### config.mk
export PLATFORM = sky130hd
export DESIGN_NAME = prec_gt_cmp
export DESIGN_NICKNAME = d
export VERILOG_FILES = /design/src/rtl/pc_pkg.sv /design/src/rtl/pc_msb_unit.sv /design/src/rtl/pc_gated_regs.sv /design/src/rtl/pc_lower_cmp.sv /design/src/rtl/prec_gt_cmp.sv
export SDC_FILE = /design/constraint.sdc
export NUM_CORES = 1
export LEC_CHECK = 0
export BUFFER_PORTS_ARGS = -buffer_cell sky130_fd_sc_hd__buf_2
export CORE_ASPECT_RATIO = 1.2
export CORE_UTILIZATION = 56
export DETAILED_ROUTE_END_ITERATION = 16
export PLACE_DENSITY = 0.9
export SYNTH_ARGS = -nofsm -noshare
export SYNTH_HDL_FRONTEND = slang
export SYNTH_SLANG_ARGS = --single-unit
### constraint.sdc
create_clock -name clk -period 3.3 [get_ports clk]
set_input_delay 0.33 -clock clk [delete_from_list [all_inputs] [get_ports clk]]
set_output_delay 0.33 -clock clk [all_outputs]
set_load 0.03 [all_outputs]
### src/rtl/pc_pkg.sv
package pc_pkg;
  typedef struct packed {
    logic a;
    logic b;
  } msb_pair_t;

  function automatic logic msb_decides(msb_pair_t p);
    return p.a ^ p.b;
  endfunction
endpackage

### src/rtl/pc_msb_unit.sv
module pc_msb_unit
  import pc_pkg::*;
(
  input  msb_pair_t pair,
  output logic      bits_eq,
  output logic      bit_gt
);
  always_comb begin
    bits_eq = ~msb_decides(pair);
    bit_gt  = pair.a & ~pair.b;
  end
endmodule

### src/rtl/pc_gated_regs.sv
module pc_gated_regs #(
  parameter int W = 15
) (
  input  logic         clk,
  input  logic         rst,
  input  logic         load,
  input  logic [W-1:0] d_a,
  input  logic [W-1:0] d_b,
  output logic [W-1:0] q_a,
  output logic [W-1:0] q_b
);
  always_ff @(posedge clk) begin
    if (rst) begin
      q_a <= '0;
      q_b <= '0;
    end else if (load) begin
      q_a <= d_a;
      q_b <= d_b;
    end
  end
endmodule

### src/rtl/pc_lower_cmp.sv
module pc_lower_cmp #(
  parameter int W = 15
) (
  input  logic [W-1:0] a,
  input  logic [W-1:0] b,
  output logic         gt
);
  logic [W:0] gt_chain;
  logic [W:0] eq_chain;

  assign gt_chain[W] = 1'b0;
  assign eq_chain[W] = 1'b1;

  for (genvar i = W - 1; i >= 0; i--) begin : g_bit
    assign gt_chain[i] = gt_chain[i+1] | (eq_chain[i+1] & a[i] & ~b[i]);
    assign eq_chain[i] = eq_chain[i+1] & ~(a[i] ^ b[i]);
  end

  assign gt = gt_chain[0];
endmodule

### src/rtl/prec_gt_cmp.sv
module prec_gt_cmp
  import pc_pkg::*;
#(
  parameter int WIDTH = 16
) (
  input  logic             clk,
  input  logic             rst,
  input  logic             in_valid,
  output logic             in_ready,
  input  logic [WIDTH-1:0] in_a,
  input  logic [WIDTH-1:0] in_b,
  output logic             out_valid,
  input  logic             out_ready,
  output logic             out_gt,
  output logic             lo_load
);
  localparam int LW = WIDTH - 1;

  msb_pair_t   in_msb;
  msb_pair_t   st_msb;
  logic        in_eq;
  logic        in_gt_unused;
  logic        st_eq;
  logic        st_gt;
  logic        st_valid;
  logic        out_v_q;
  logic        out_gt_q;
  logic        adv_out;
  logic        in_fire;
  logic [LW-1:0] lo_a_q;
  logic [LW-1:0] lo_b_q;
  logic        lo_gt;
  logic        result_d;

  assign in_msb.a = in_a[WIDTH-1];
  assign in_msb.b = in_b[WIDTH-1];

  pc_msb_unit u_pre (.pair(in_msb), .bits_eq(in_eq), .bit_gt(in_gt_unused));
  pc_msb_unit u_top (.pair(st_msb), .bits_eq(st_eq), .bit_gt(st_gt));

  assign adv_out  = ~out_v_q | out_ready;
  assign in_ready = ~st_valid | adv_out;
  assign in_fire  = in_valid & in_ready;
  assign lo_load  = in_fire & in_eq;

  pc_gated_regs #(.W(LW)) u_lo (
    .clk  (clk),
    .rst  (rst),
    .load (lo_load),
    .d_a  (in_a[LW-1:0]),
    .d_b  (in_b[LW-1:0]),
    .q_a  (lo_a_q),
    .q_b  (lo_b_q)
  );

  pc_lower_cmp #(.W(LW)) u_cmp (.a(lo_a_q), .b(lo_b_q), .gt(lo_gt));

  assign result_d = st_eq ? lo_gt : st_gt;

  always_ff @(posedge clk) begin
    if (rst) begin
      st_valid <= 1'b0;
      st_msb   <= '0;
    end else if (in_fire) begin
      st_valid <= 1'b1;
      st_msb   <= in_msb;
    end else if (adv_out) begin
      st_valid <= 1'b0;
    end
  end

  always_ff @(posedge clk) begin
    if (rst) begin
      out_v_q  <= 1'b0;
      out_gt_q <= 1'b0;
    end else if (adv_out) begin
      out_v_q <= st_valid;
      if (st_valid) out_gt_q <= result_d;
    end
  end

  assign out_valid = out_v_q;
  assign out_gt    = out_gt_q;
endmodule

-- Word-level counts from Yosys, hierarchy flattened
Cells that the tools add are included.
- flip-flop bits (word level): 35
- output and inout port bits: 4
- logic and storage cells: 122
- muxes and demuxes: 3
- bitwise logic cells: 110
- reduce and logical (&&, ||, !) cells: 2
- operators by type and width (cell ; number):
    $and 1x1->1 ; 45
    $not 1->1 ; 33
    $or 1x1->1 ; 16
    $xor 1x1->1 ; 16
    $mux 1 ; 3
    $reduce_and 2->1 ; 1
    $reduce_bool 2->1 ; 1

-- Depth between registers and ports, before layout
Gate-level depths: netlist of the first run.
- word-level depth: 19
- gate-level depth with buffers: 6
- mapped depth without buffers: 6

-- Cells and area by module
A second synthesis of the first run with hierarchy kept.
- cell total of the unflattened synthesis: 167
- area, all modules: 1654.1 um2
- by module, submodules not included (module ; instances ; cells each ; area an instance (um2)):
    pc_gated_regs ; 1 ; 97 ; 1096.1
    pc_lower_cmp ; 1 ; 44 ; 295.3
    prec_gt_cmp ; 1 ; 22 ; 230.2
    pc_msb_unit ; 2 ; 2 ; 16.3

-- Worst setup path before layout of the first run
No wires, ideal clock.
- path kind: register -> output
- start point: register out_v_q (netlist: out_valid)
- end point: output port lo_load
- arrival time: 1388 ps
- setup slack: 1582 ps
- cell stages (with the launch flop): 6
- buffers on the path: 1
- path through: dfxtp_1 -> nor2b_2 -> nand2_2 -> nand3_2 -> buf_6 -> inv_1
- word-level cells in the longest chain between the ends: 5
- RTL lines (item ; RTL line ; text):
    from (decl) ; prec_gt_cmp.sv:26 ; logic out_v_q;
    from (signal assigned) ; prec_gt_cmp.sv:77 ; out_v_q <= st_valid;
    $not 1->1 ; prec_gt_cmp.sv:41 ; assign adv_out = ~out_v_q | out_ready;
    $or 1x1->1 ; prec_gt_cmp.sv:41 ;
    $or 1x1->1 ; prec_gt_cmp.sv:42 ; assign in_ready = ~st_valid | adv_out;
    via in_ready ; prec_gt_cmp.sv:9 ; output logic in_ready,
    $and 1x1->1 ; prec_gt_cmp.sv:43 ; assign in_fire = in_valid & in_ready;
    $and 1x1->1 ; prec_gt_cmp.sv:44 ; assign lo_load = in_fire & in_eq;
    to (decl) ; prec_gt_cmp.sv:15 ; output logic lo_load
The timed path passes the listed nets, and every way through them passes these cells.

-- Final worst setup path of the first run
- start point: register out_v_q (netlist: out_valid)
- end point: output port lo_load
- word-level cells in the longest chain between the ends: 5
- RTL lines (item ; RTL line):
    $not 1->1 ; prec_gt_cmp.sv:41
    $or 1x1->1 ; prec_gt_cmp.sv:41
    $or 1x1->1 ; prec_gt_cmp.sv:42
    $and 1x1->1 ; prec_gt_cmp.sv:43
    $and 1x1->1 ; prec_gt_cmp.sv:44
Every way passes these cells.

==> results.sh, run 1 <==
export IMPL_port_buffers=39
export IMPL_via_per_inst=5.20
export IMPL_clk_path_buf_depth=2
export IMPL_critPathMaxStageDelay_ps=330
export IMPL_max_freq_ghz=0.521
export IMPL_synth_top_area_share_pct=42.9
export IMPL_fin_skew_ps=7.83
export IMPL_multi_input_area_sq_um=852
export IMPL_cp_depth=5
export IMPL_grt_pass1_wl_mm=4.78
export IMPL_ys_flop_type="dfxtp_1"
export IMPL_critPathTopFamily="simple AND/OR/NAND/NOR gates"
export IMPL_cts_hold_buf=0
export IMPL_dieWidth_um=51.3
export IMPL_htree_levels=2
export IMPL_antenna_diode_count=0
export IMPL_finish_net_count=253
export IMPL_insertion_delay_ps=340
export IMPL_maxCapViolCount=0
export IMPL_seqCellArea_sq_um=701
export IMPL_ant_nets=0
export IMPL_cts_root_buf="clkbuf_4"
export IMPL_tns_ps=0
export IMPL_synth_edf_count=0
export IMPL_yosys_warnings=0
export IMPL_power_mw=1.00
export IMPL_vias=1301
export IMPL_r2r_end="u_lo.q_b[14]"
export IMPL_netlist_area_sq_um=1630
export IMPL_ys_types=31
export IMPL_worstSetupStartpointType="flip-flop"
export IMPL_setup_viol=0
export IMPL_power_density_nw_per_um2=518
export IMPL_io_pins=40
export IMPL_async_flop_share_pct=0
export IMPL_synth_top_cell_by_area="dfxtp_1"
export IMPL_finalHoldViolCount=0
export IMPL_grt_pass1_vias=1188
export IMPL_wire_per_inst_um=11.3
export IMPL_synth_area_per_cell_sq_um=9.32
export IMPL_r2r_start="out_valid"
export IMPL_worst_setup_path_endpoint="lo_load"
export IMPL_critPathMaxFanout=12
export IMPL_cts_resized=0
export IMPL_antenna_found_initial=0
export IMPL_hold_path_class="in2reg"
export IMPL_grt_max_degree=37
export IMPL_crit_type="reg2out"
export IMPL_worstRegToRegCells=6
export IMPL_dr_pass1_iters=4
export IMPL_worstPathRequired_ps=2970
export IMPL_layout_drive_gt1_share_pct=24.5
export IMPL_vdd_ir_drop_max_mv=0.770
export IMPL_start_util_pct=58.6
export IMPL_numCtsBuffers=5
export IMPL_netlist_top_cells_area="dfxtp_1 (43%), mux2i_1 (18%), nor2_1 (8.1%), nand2b_1 (3.8%), nor2b_1 (3.1%)"
export IMPL_worst_ep_arrival_time_ps=1590
export IMPL_status="completed"
export IMPL_path_cells="nor2b_2 > nand2_2 > nand3_2 > inv_1 > buf_2"
export IMPL_drtIter0Drc=13
export IMPL_area_growth_pct=18.5
export IMPL_power_leakage_nw=0.962
export IMPL_finalCriticalPeriod_ps=1920
export IMPL_critPathSlowestCell="dfxtp_1"
export IMPL_slew_limit_headroom_pct=58.0
export IMPL_slew_violations=0
export IMPL_cp_num_buf_inv=2
export IMPL_dieHeight_um=61.1
export IMPL_ys_ff_latch=35
export IMPL_fin_crit_sh_pct=58.1
export IMPL_drc=0
export IMPL_grt_overflow_total=0
export IMPL_dp_hpwl_mm=2.13
export IMPL_cts_sinks=35
export IMPL_die_area_sq_um=3130
export IMPL_synthCells=175
export IMPL_cts_tree="done"
export IMPL_worst_pin_slew_ps=630
export IMPL_postCtsSetupBuffers=0
export IMPL_core_sq_um=2790
export IMPL_place_inst=242
export IMPL_ys_seq_area_share_pct=42.9
export IMPL_rows=21
export IMPL_fin_util_pct=69.4
export IMPL_clkTransAtPathRegs_ps=110
export IMPL_syn_num_nets=213
export IMPL_rsz0062_at_grt="no"
export IMPL_fillers=242
export IMPL_track_usage_pct=20.9
export IMPL_r2r_slack_ps=1550
export IMPL_globalplace_congestion=0.743
export IMPL_wl_mm=2.82
export IMPL_crit_path_end_kind="output pin"
export IMPL_layoutNonFillerInstCount=250
export IMPL_crit_path_start="out_valid"
==> logic make-up after synthesis <==
kind of cell	share of synthesized area, %
AND/OR/NAND/NOR	22.7
flip-flops	42.9
multiplexers	18.4
buffers and inverters	4.83
AO/OA/AOI/OAI	6.29
XOR/XNOR	2.68
adder cells (fa/ha/maj)	2.15
==> worst register-to-register path, delay by kind of cell (launching register included) <==
| kind | cells | cell delay (ps) |
|---|---|---|
| and+or+nand+nor | 4 | 630 |
| buffers and inverters | 1 | 390 |
| DFF | 1 | 350 |
| muxes | 1 | 260 |
==> state kept, by name, indices dropped and copies added (netlist names) <==
name,count
u_lo.q_a,15
st_msb,2
u_lo.q_b,15
out_gt,1
st_valid,1
out_valid,1
==> cell usage after synthesis (all sizes together), types with 2 or more instances <==
master / count
nand3: 4
nor2: 35
nand2: 7
a2111oi: 2
a21oi: 6
inv: 8
mux2i: 30
ha: 2
clkbuf: 4
nor4: 2
nand2b: 10
buf: 3
nand3b: 2
dfxtp: 35
xnor2: 5
nor2b: 9
nand4b: 2
==> layout make-up <==
cell class	instances	area share, %
Multi-Input combinational cell	125	44.1
Sequential cell	35	36.2
Timing Repair Buffer	40	10.5
Clock inverter	3	3.50
Tap cell	34	2.20
Clock buffer	5	1.94
Inverter	8	1.55
==> stage by stage <==
step	setup WS [ps]	cell area (sq um)	hold slack, ps
after CTS	1350	1930	203
after detailed placement	1480	1830	454
final	1380	1930	214
after global routing	1220	1930	186
after floorplan	1580	1630	436
after global placement	1520	1830	448
==> cell usage in the layout (no fill, tap or decap), drive strengths merged, types with 6 or more instances in the layout <==
cell	Yosys	routed
a21oi	6	6
nor2	35	35
nor2b	9	9
nand2	7	7
buf	3	40
nand2b	10	10
mux2i	30	30
dfxtp	35	35
inv	8	8
==> worst min-delay path by stage <==
stage / startpoint / depth (start not counted) / slack, ps / end
3_3_place_gp: st_msb[1] / 2 / 450 / st_msb[1]
2_1_floorplan: st_msb[0] / 2 / 440 / st_msb[0]
4_1_cts: in_b[8] / 3 / 200 / u_lo.q_b[8]
3_5_place_dp: st_msb[1] / 2 / 450 / st_msb[1]
5_1_grt: in_b[8] / 3 / 190 / u_lo.q_b[8]
6_report: in_b[0] / 3 / 210 / u_lo.q_b[0]
==> routing by layer <==
layer	track usage, %	vias to the layer above	routed length [um]	share of wire [%]
met2	36.7	29	1430	51
met1	23.2	587	1220	43
li1	-	679	-	-
met3	8.40	6	121	4.3
met4	6.95	0	50	1.8
met5	0	-	0	0
==> report_power, final <==
| group | switching (mW) | internal, mW |
|---|---|---|
| clock | 0.144 | 0.235 |
| combinational | 0.0767 | 0.0777 |
| sequential | 0.0192 | 0.448 |
| total | 0.240 | 0.761 |
No activity file was read; power rests on OpenSTA's default activity.
==> run 2, diff against run 1 <==
--- a/config.mk
+++ b/config.mk
@@ -7,9 +7,9 @@
 export LEC_CHECK = 0
 export BUFFER_PORTS_ARGS = -buffer_cell sky130_fd_sc_hd__buf_2
 export CORE_ASPECT_RATIO = 1.2
-export CORE_UTILIZATION = 56
+export CORE_UTILIZATION = 47
 export DETAILED_ROUTE_END_ITERATION = 16
-export PLACE_DENSITY = 0.9
+export PLACE_DENSITY = 0.81
 export SYNTH_ARGS = -nofsm -noshare
 export SYNTH_HDL_FRONTEND = slang
 export SYNTH_SLANG_ARGS = --single-unit
==> constraint.sdc (replaced) <==
create_clock -name clk -period 1.7 [get_ports clk]
set_input_delay 0.17 -clock clk [delete_from_list [all_inputs] [get_ports clk]]
set_output_delay 0.17 -clock clk [all_outputs]
set_load 0.03 [all_outputs]
==> run 2 against run 1 <==
Wire length rose by 15%; die area is 18% higher; clock power increased by 73%; register-to-register slack got worse by 1300 ps; clock skew fell by 5.5 ps; total power increased by 91%; global-route usage fell by 3.2 points; hold slack worse by 110 ps; sequential share of layout area down 2.0 points; flip-flop and latch count unchanged; final cell count increased by 5.6%; largest cell class unchanged; highest routed layer unchanged.
==> results.sh, run 2 (synthesized netlist as in run 1, its figures left out) <==
export IMPL_vias=1344
export IMPL_hold_path_class="in2reg"
export IMPL_track_usage_pct=17.7
export IMPL_grt_pass1_vias=1218
export IMPL_ant_nets=0
export IMPL_antenna_found_initial=0
export IMPL_place_inst=246
export IMPL_finalCriticalPeriod_ps=1590
export IMPL_layoutNonFillerInstCount=264
export IMPL_layout_common_cells="buf_2 (39), nor2_1 (35), dfxtp_1 (35)"
export IMPL_r2r_slack_ps=260
export IMPL_whs_ps=107
export IMPL_dieHeight_um=66.5
export IMPL_status="completed"
export IMPL_layout_commonest_cell="buf_2"
export IMPL_drc=0
export IMPL_fin_skew_ps=2.36
export IMPL_fin_crit_sh_pct=93.7
export IMPL_grt_overflow_total=0
export IMPL_setup_viol=0
export IMPL_maxCapViolCount=0
export IMPL_tns_ps=0
export IMPL_rsz0062_at_grt="no"
export IMPL_finalHoldViolCount=0
export IMPL_cts_hold_buf=0
export IMPL_die_area_sq_um=3710
export IMPL_worst_ep_arrival_time_ps=1420
export IMPL_slew_violations=0
export IMPL_crit_path_end_kind="output pin"
export IMPL_grt_max_degree=32
export IMPL_fillers=309
export IMPL_vdd_ir_drop_max_mv=0.828
export IMPL_place_area_sq_um=1850
export IMPL_max_freq_ghz=0.628
export IMPL_core_sq_um=3340
export IMPL_power_density_nw_per_um2=934
export IMPL_insertion_delay_ps=290
export IMPL_worstSetupStartpointType="flip-flop"
export IMPL_drtIter0Drc=21
export IMPL_dieWidth_um=55.8
export IMPL_power_leakage_nw=1.03
export IMPL_cts_resized=0
export IMPL_wire_per_inst_um=12.2
export IMPL_clk_path_buf_depth=2
export IMPL_pre_cts_ws_ps=291
export IMPL_worst_pin_slew_ps=328
export IMPL_port_buffers=39
export IMPL_layout_drive_gt1_share_pct=27.8
export IMPL_top_regs="u_lo.q_a (15), u_lo.q_b (15), st_msb (2)"
export IMPL_pwr_share_seq_pct=47.5
export IMPL_via_per_inst=5.09
export IMPL_cts_root_buf="clkbuf_8"
export IMPL_finalInstanceArea_sq_um=2040
export IMPL_fin_ws_ps=107
export IMPL_rows=23
export IMPL_pwr_share_clk_pct=34.3
export IMPL_worstPathRequired_ps=1530
export IMPL_cts_tree="done"
export IMPL_cts_sinks=35
export IMPL_power_switching_mw=0.486
export IMPL_netSwitchingFraction_pct=25.4
export IMPL_start_util_pct=48.9
export IMPL_finish_net_count=264
export IMPL_power_frac_comb_pct=18.1
export IMPL_critPathMaxFanout=10
export IMPL_dr_pass1_iters=2
export IMPL_area_growth_pct=25.3
export IMPL_globalplace_congestion=0.760
export IMPL_antenna_diode_count=0
export IMPL_wl_mm=3.23
export IMPL_htree_levels=2
export IMPL_numCtsBuffers=5
export IMPL_fin_util_pct=61.2
export IMPL_intPower_mw=1.42
export IMPL_crit_type="reg2out"
export IMPL_dp_hpwl_mm=2.09
export IMPL_power_mw=1.91
export IMPL_slew_limit_headroom_pct=78.1
export IMPL_clkTransAtPathRegs_ps=70
export IMPL_io_pins=40
export IMPL_grt_pass1_wl_mm=5.03
-- run 2: cell count changes in the layout (fill, tap and decap cells not counted) --
cell,previous run,this run
clkbuf_16,0,1
clkbuf_8,0,7
clkbuf_1,0,1
clkinvlp_4,1,0
clkbuf_4,5,0
bufinv_16,2,0
buf_12,0,1
buf_4,1,10
-- run 2: power by group through the flow --
stage	clock network [mW]	logic, mW	registers [mW]
detailed placement	0	0.310	0.925
floorplan	0	0.227	0.924
global placement	0	0.305	0.923
CTS	0.671	0.313	0.908
global route	0.702	0.383	0.915
finish	0.656	0.346	0.908
-- run 2: final cells by class --
class | instances | area [sq um] | share of cell area, %
Multi-Input combinational cell | 125 | 852 | 41.7
Sequential cell | 35 | 701 | 34.3
Timing Repair Buffer | 51 | 315 | 15.4
Clock buffer | 8 | 100 | 4.90
Tap cell | 37 | 46.3 | 2.26
Inverter | 8 | 30.0 | 1.47
-- run 2: timing repair --
item / CTS / global route
hold endpoints to repair: 0 / 0
setup endpoints to repair: 0 / 1
setup buffers: 0 / 9
-- run 2: final timing paths --
kind                  to          from  cells after the start
max              lo_load     out_valid                      6
min          u_lo.q_a[2]       in_a[2]                      3
max reg2reg       out_gt  u_lo.q_b[14]                      6
min reg2reg    st_msb[0]     st_msb[0]                      2
-- run 2: metal layers --
| layer | vias to the layer above | share of wire, % | global-route usage, % |
|---|---|---|---|
| met1 | 603 | 43 | 17.2 |
| met4 | 0 | 2.8 | 10.3 |
| li1 | 698 | - | - |
| met2 | 35 | 50 | 33.9 |
| met3 | 8 | 4.6 | 4.47 |
| met5 | - | 0 | 0 |
-- run 2: critical path, cell delays in order, from the launching register on --
cell and delay, ps:
dfxtp_1 310, nor2b_2 160, nand2_2 110, nand3_2 150
buf_12 180, inv_1 40, buf_2 180
==> run 3, diff against run 2 <==
==> constraint.sdc (replaced) <==
create_clock -name clk -period 1.45 [get_ports clk]
set_input_delay 0.145 -clock clk [delete_from_list [all_inputs] [get_ports clk]]
set_output_delay 0.145 -clock clk [all_outputs]
set_load 0.03 [all_outputs]
==> run 3 against run 2 <==
Via count decreased by 1.6%; count of clock-buffer cells in the layout decreased by 2; die area unchanged; largest power group unchanged.
==> results.sh, run 3 (synthesized netlist as in run 1, its figures left out) <==
export IMPL_globalplace_congestion=0.726
export IMPL_numCtsBuffers=5
export IMPL_worstSetupStartpointType="flip-flop"
export IMPL_dieHeight_um=66.5
export IMPL_vdd_ir_drop_max_mv=0.954
export IMPL_cts_hold_buf=0
export IMPL_finish_net_count=259
export IMPL_critPathSlowestCell="nor4_1"
export IMPL_power_leakage_nw=1.03
export IMPL_core_sq_um=3340
export IMPL_pre_cts_ws_ps=54.9
export IMPL_finalCriticalPeriod_ps=1420
export IMPL_grt_pass1_wl_mm=5.30
export IMPL_clkTransAtPathRegs_ps=60
export IMPL_fin_crit_sh_pct=97.8
export IMPL_ant_nets=0
export IMPL_seqCellArea_sq_um=702
export IMPL_multi_input_area_sq_um=902
export IMPL_grt_pass1_vias=1285
export IMPL_rsz0062_at_grt="yes"
export IMPL_io_pins=40
export IMPL_dieWidth_um=55.8
export IMPL_worstPathRequired_ps=1670
export IMPL_r2r_slack_ps=30
export IMPL_top_regs="u_lo.q_a (15), u_lo.q_b (15), st_msb (2)"
export IMPL_dr_pass1_iters=4
export IMPL_clk_path_buf_depth=2
export IMPL_antenna_found_initial=0
export IMPL_setup_viol=0
export IMPL_dp_hpwl_mm=2.19
export IMPL_crit_type="reg2reg"
export IMPL_status="completed"
export IMPL_max_freq_ghz=0.706
export IMPL_grt_overflow_total=0
export IMPL_rows=23
export IMPL_finalInstanceArea_sq_um=2060
export IMPL_slew_violations=0
export IMPL_wl_mm=3.31
export IMPL_track_usage_pct=18.7
export IMPL_layout_drive_gt1_share_pct=27.6
export IMPL_cts_root_buf="clkbuf_8"
export IMPL_critPathMaxFanout=4
export IMPL_drc=0
export IMPL_fillers=287
export IMPL_antenna_diode_count=0
export IMPL_slew_limit_headroom_pct=76.7
export IMPL_port_buffers=39
export IMPL_fin_skew_ps=4.46
export IMPL_grt_max_degree=34
export IMPL_layout_common_cells="buf_2 (38), nor2_1 (35), dfxtp_1 (34)"
export IMPL_htree_levels=2
export IMPL_cts_tree="done"
export IMPL_finalHoldViolCount=0
export IMPL_fin_ws_ps=32.6
export IMPL_wire_per_inst_um=12.8
export IMPL_power_density_nw_per_um2=1070
export IMPL_via_per_inst=5.12
export IMPL_area_growth_pct=26.5
export IMPL_maxCapViolCount=0
export IMPL_crit_path_end_kind="flip-flop"
export IMPL_drtIter0Drc=15
export IMPL_hold_path_class="in2reg"
export IMPL_critPathMaxStageDelay_ps=350
export IMPL_worst_pin_slew_ps=349
export IMPL_layout_commonest_cell="buf_2"
export IMPL_path_cells="inv_1 > ha_1 > nand2_2 > nor4_1 > nor3_1 > a31oi_1"
export IMPL_place_area_sq_um=1860
export IMPL_worst_ep_arrival_time_ps=1640
export IMPL_vias=1322
export IMPL_die_area_sq_um=3710
export IMPL_start_util_pct=48.9
export IMPL_insertion_delay_ps=290
export IMPL_cts_sinks=35
run 3: worst paths after layout:
check             depth (start not counted)    startpoint         to
setup reg to reg                          6  u_lo.q_b[14]     out_gt
setup / recovery                          6  u_lo.q_b[14]     out_gt
hold reg to reg                           2     st_msb[0]  st_msb[0]
hold / removal                            2           rst  st_msb[1]
run 3: critical path: cells and delay by family (launching register included):
kind | cells | cell delay [ps]
compound gates | 1 | 150
fa+ha+maj | 1 | 290
buf+inv | 1 | 40
flops | 1 | 330
simple gates | 3 | 530
run 3: metal layers:
metal / up-vias / GRT usage [%] / wire [um]
met5: - / 0 / 0
met4: 0 / 7.50 / 55
met3: 5 / 5.83 / 139
met2: 27 / 35.2 / 1750
met1: 604 / 19.1 / 1360
li1: 686 / - / -
run 3: power by group:
part	total (mW)	switching [mW]	internal (mW)
Sequential	1.07	0.0451	1.02
Clock	0.707	0.335	0.372
Combinational	0.425	0.200	0.225
Total	2.20	0.581	1.62
run 3: layout make-up:
class | instances | area share, %
clock buffer | 6 | 4.00
clock inverter | 1 | 0.243
inverter | 8 | 1.46
multi-input combinational | 125 | 43.7
sequential | 35 | 34.0
tap | 37 | 2.24
timing repair buffer | 46 | 14.3
run 3: timing repair:
action	in CTS	in global routing
endpoints found under the setup margin	1	9
setup buffers	2	2
pin swaps	1	0
cloned	1	0
gates resized for setup	3	6
run 3: through the flow:
stage / util, % / std cells / TNS (ps) / hold WS [ps] / total power [mW]
final: 61.8 / 258 / 0 / 60.0 / 2.20
after global routing: 61.8 / 258 / -68.0 / 77.5 / 2.31
after CTS: 60.2 / 256 / 0 / 49.7 / 2.20
after detailed placement: 55.7 / 246 / 0 / 361 / 1.45
after global placement: 55.7 / 246 / 0 / 360 / 1.44
after floorplan: - / 175 / 0 / 274 / 1.35
